--- config.mk ---
export PLATFORM = sky130hd
export DESIGN_NAME = jtag_ctl_reg
export DESIGN_NICKNAME = d
export VERILOG_FILES = /design/src/rtl/jtag_ctl_pkg.sv /design/src/rtl/jtag_ctl_seq.sv /design/src/rtl/jtag_ctl_dp.sv /design/src/rtl/jtag_ctl_reg.sv
export SDC_FILE = /design/constraint.sdc
export NUM_CORES = 1
export LEC_CHECK = 0
export BUFFER_PORTS_ARGS = -buffer_cell sky130_fd_sc_hd__buf_2
export CORE_MARGIN = 2
export CORE_UTILIZATION = 38
export CTS_CLUSTER_DIAMETER = 30
export DETAILED_ROUTE_END_ITERATION = 10
export GPL_TIMING_DRIVEN = 0
export HOLD_SLACK_MARGIN = 0.1
export PLACE_DENSITY = 0.71
export SYNTH_ARGS = -nofsm -noshare
export SYNTH_HDL_FRONTEND = slang
export SYNTH_SLANG_ARGS = --single-unit
export TNS_END_PERCENT = 20
--- constraint.sdc ---
create_clock -name clk -period 1.3 [get_ports clk]
set_input_delay 0.26 -clock clk [delete_from_list [all_inputs] [get_ports clk]]
set_output_delay 0.26 -clock clk [all_outputs]
set_load 0.01 [all_outputs]
--- src/rtl/jtag_ctl_pkg.sv ---
package jtag_ctl_pkg;
  localparam int DATA_W  = 8;
  localparam int FLAG_N  = 5;
  localparam int DIS_BIT = 7;

  typedef struct packed {
    logic              commit;
    logic              commitVal;
    logic [FLAG_N-1:0] clrMask;
  } regStrobeT;
endpackage

--- src/rtl/jtag_ctl_seq.sv ---
module jtag_ctl_seq
  import jtag_ctl_pkg::*;
#(
  parameter int WINDOW = 4
) (
  input  logic              clk,
  input  logic              rstPorN,
  input  logic              wrEn,
  input  logic [DATA_W-1:0] wrData,
  output regStrobeT         strobe
);
  localparam int CNT_W = $clog2(WINDOW + 1);
  localparam logic [CNT_W-1:0] CNT_LOAD = CNT_W'(WINDOW);

  logic [CNT_W-1:0] winCnt;
  logic             pendVal;
  logic             armed;
  logic             match;

  assign armed = (winCnt != '0);
  assign match = armed && (wrData[DIS_BIT] == pendVal);

  always_ff @(posedge clk or negedge rstPorN) begin
    if (!rstPorN) begin
      winCnt  <= '0;
      pendVal <= 1'b0;
    end else if (wrEn) begin
      if (!armed) begin
        winCnt  <= CNT_LOAD;
        pendVal <= wrData[DIS_BIT];
      end else begin
        winCnt  <= '0;
      end
    end else if (armed) begin
      winCnt <= winCnt - 1'b1;
    end
  end

  always_comb begin
    strobe.commit    = wrEn && match;
    strobe.commitVal = pendVal;
    strobe.clrMask   = wrEn ? ~wrData[FLAG_N-1:0] : '0;
  end
endmodule

--- src/rtl/jtag_ctl_dp.sv ---
module jtag_ctl_dp
  import jtag_ctl_pkg::*;
(
  input  logic              clk,
  input  logic              rstPorN,
  input  regStrobeT         strobe,
  input  logic [FLAG_N-1:0] evtVec,
  input  logic              fuseEn,
  output logic [DATA_W-1:0] rdData,
  output logic              jtagEn
);
  localparam int PAD_W = DIS_BIT - FLAG_N;

  logic              disBit;
  logic [FLAG_N-1:0] flags;

  always_ff @(posedge clk or negedge rstPorN) begin
    if (!rstPorN) begin
      disBit <= 1'b0;
      flags  <= FLAG_N'(1);
    end else begin
      if (strobe.commit) disBit <= strobe.commitVal;
      flags <= (flags & ~strobe.clrMask) | evtVec;
    end
  end

  assign rdData = {disBit, {PAD_W{1'b0}}, flags};
  assign jtagEn = fuseEn & ~disBit;
endmodule

--- src/rtl/jtag_ctl_reg.sv ---
module jtag_ctl_reg
  import jtag_ctl_pkg::*;
#(
  parameter int WINDOW = 4
) (
  input  logic       clk,
  input  logic       rstPorN,
  input  logic       wrEn,
  input  logic [7:0] wrData,
  output logic [7:0] rdData,
  input  logic       extRstEvt,
  input  logic       bodRstEvt,
  input  logic       wdtRstEvt,
  input  logic       jtagRstEvt,
  input  logic       fuseEn,
  output logic       jtagEn
);
  regStrobeT         strobe;
  logic [FLAG_N-1:0] evtVec;

  assign evtVec = {jtagRstEvt, wdtRstEvt, bodRstEvt, extRstEvt, 1'b0};

  jtag_ctl_seq #(.WINDOW(WINDOW)) u_seq (
    .clk(clk), .rstPorN(rstPorN), .wrEn(wrEn), .wrData(wrData), .strobe(strobe)
  );

  jtag_ctl_dp u_dp (
    .clk(clk), .rstPorN(rstPorN), .strobe(strobe), .evtVec(evtVec),
    .fuseEn(fuseEn), .rdData(rdData), .jtagEn(jtagEn)
  );
endmodule

==> reports/results.ini <==
[power_and_ir_drop]
vdd_drop_max_uv = 1030
p_per_area_mw_per_mm2 = 1740
p_leak_nw = 0.343

[die]
die_h_um = 40.3
rows = 13
core_area_mm2 = 0.00127
ios = 25
initial_core_util_pct = 39.5
die_area_mm2 = 0.00163
die_w_um = 40.3

[global_route]
antenna_found_initial = 0
grt_pass1_wl_um = 1430
grt-ovfl-total = 0
grt_max_degree = 11
grt_use_total_pct = 14.0
grt_pass1_vias = 348

[logic_synthesis]
synth_area_leaders = dfrtp_1 45%, nand2b_1 7.5%, a21o_1 6.0%
synth_edf_count = 0
synth_top_area_share_pct = 44.9
synth_top_family_by_area = simple AND/OR/NAND/NOR gates
synth_xor_area_share_pct = 1.75
synth-adder-area-share_pct = 4.99
ys_async_sr_fraction_pct = 100
synth_flop_cell = dfrtp_1
synth_area_per_cell_um2 = 10.7
synth-seq-area-share_pct = 50.1
synth_common_cells = 9 x dfrtp_1, 6 x nand2b_1, 4 x a21o_1, 4 x buf_4, 4 x inv_1
netlist_area_um2 = 502
synth-simple-area-share_pct = 15.7
synth_compound_area_share_pct = 14.7
syn_inst = 47
ys_ff_latch = 10
ys_warn_count = 0
synthMuxAreaShare_pct = 2.99
synthDistinctLibCells = 19
yosysMostFrequentCell = dfrtp_1
synth_area_leader_cell = dfrtp_1

[cts]
clockRootBuffer = clkbuf_4
clk_pin_slew_worst_paths_ps = 70
cts_buffer_depth = 2
ctsHtreeMaxLevel = 1
cts.sinks = 10
cts_tree = done
cts_buffers = 3
clock_latency_ps = 260

[cells_and_area]
nets = 93
n_antenna_cell = 0
drive_gt1_share_pct = 45.9
nFillCells = 125
syn2layout_area_growth_pct = 35.7
stdcell_area_um2 = 681

[worst_setup_path]
worst_path_largest_cell_delay_ps = 390
path_class = reg -> reg
cp.required_ps = 1450
path_delay_family = flip-flops
critical_path.max_fanout = 3
arrival_ps = 1390
crit_buf_inv = 1
cp_slowest_cell = dfrtp_1
critPathLaunchType = flop
crit_chain = inv_2 -> ha_4 -> nor2b_4 -> nand2_1 -> mux2_4
end_kind = flop

[timing]
hold_viol = 0
drv_slew = 0
setup-violations-final = 0
period_needed_ps = 1230
rsz0062_at_grt = false
fmax_mhz = 810
tns_ps = 0
finClkSkew_ps = 5.33
finalCritPeriodShare_pct = 94.9

[job]
drv_cap = 0

[place]
port_buffers = 20
post_dp_cell_area_um2 = 624
hpwl_um = 701
gp_congestion = 0.728

[drt]
antenna_left = 0
vias = 400
routed_wl_um = 916
drc = 0
first_iter_violations = 0
first_pass_iters = 1
viasPerCell = 4.49
wl_per_cell_um = 10.3

[status]
status = complete, no violations

[worst_hold_path]
hold_path_class = in -> reg

## cells by family (layout without fill, tap and decap cells)
kind of cell,Yosys count,after routing
XOR/XNOR,1,1
multiplexers,1,1
other,1,2
AO/OA/AOI/OAI,11,11
AND/OR/NAND/NOR,13,13
buffers and inverters,8,34
adder cells (fa/ha/maj),2,2
flip-flops,10,10
## per-stage QoR
step / worst slack [ps] / hold slack, ps / total power (W) / instances / util [%]
floorplan: 45.7 / -35.6 / 0.000785 / 48 / -
global placement: -8.77 / 132 / 0.000875 / 83 / 49.2
detailed placement: -31.8 / 132 / 0.000900 / 83 / 49.2
CTS: 25.1 / 169 / 0.00116 / 89 / 52.9
global route: 11.1 / 164 / 0.00130 / 89 / 53.6
finish: 65.7 / 169 / 0.00119 / 89 / 53.6
## worst register-to-register path, stage by stage, from the launching register on
cell,delay (ps)
dfrtp_1,390
inv_2,90
ha_4,140
nor2b_4,140
nand2_1,70
mux2_4,290
## registers in the layout (all words and copies together), names as in the netlist
register	flops
u_dp.disBit	1
u_dp.flags	5
u_seq.pendVal	1
u_seq.winCnt	3
## cells in the final DEF, fill, tap and decap left out
master | synthesis | layout
buf_4 | 4 | 5
inv_1 | 4 | 2
nor2b_1 | 2 | 2
nand2b_1 | 6 | 6
a21o_1 | 4 | 4
nor2b_4 | 1 | 1
a21oi_1 | 2 | 2
a31oi_1 | 1 | 1
nand2_1 | 1 | 1
ha_1 | 2 | 1
inv_2 | 0 | 2
conb_1 | 1 | 2
mux2_4 | 1 | 1
a211oi_1 | 2 | 2
buf_2 | 0 | 20
ha_4 | 0 | 1
dlygate4sd3_1 | 0 | 1
clkbuf_4 | 0 | 3
dfrtp_1 | 9 | 9
xnor2_1 | 1 | 1
dfstp_2 | 1 | 1
clkbuf_1 | 0 | 1
a21boi_0 | 1 | 1
o21ai_1 | 1 | 1
nor2_1 | 3 | 3
## path summary, 6_finish.rpt
path                            startpoint         endpoint  slack (ps)  cells after the start
setup / recovery           u_seq.winCnt[1]    u_seq.pendVal          70                      5
hold / removal                   bodRstEvt    u_dp.flags[2]         170                      2
setup reg to reg           u_seq.winCnt[1]    u_seq.pendVal          70                      5
hold reg to reg              u_dp.flags[2]    u_dp.flags[2]         480                      1
max in group asynchronous          rstPorN    u_dp.flags[0]         660                      2
min in group asynchronous          rstPorN  u_seq.winCnt[0]         380                      2
## power by group
part,internal (W),switching [W],total (W)
sequential,0.000393,0.0000622,0.000455
clock,0.000119,0.000106,0.000224
combinational,0.000280,0.000226,0.000506
total,0.000792,0.000394,0.00119
## layout make-up
class	instances	area (um2)	area share (%)
Multi-Input combinational cell	30	221	32.5
Timing Repair Buffer	22	118	17.3
Buffer	4	30.0	4.41
Inverter	4	15.0	2.21
Clock buffer	4	26.3	3.86
Tap cell	15	18.8	2.76
Sequential cell	10	251	36.9
## metal layers
metal	wire length [um]	vias to the layer above	global-route usage (%)	share of wire (%)
met4	21	0	7.50	2.3
met2	422	18	24.2	46
li1	-	202	-	-
met1	403	176	14.5	44
met5	0	-	0	0
met3	68	4	5.00	7.4
## what timing repair did
action                                 in CTS  in global routing
setup endpoints to repair                   1                  2
setup buffers                               1                  0
resized for setup                           2                  2
endpoints found under the hold margin      10                  0
hold buffers                                1                  0
pin swaps                                   0                  1
No activity file was read; power rests on OpenSTA's default activity.
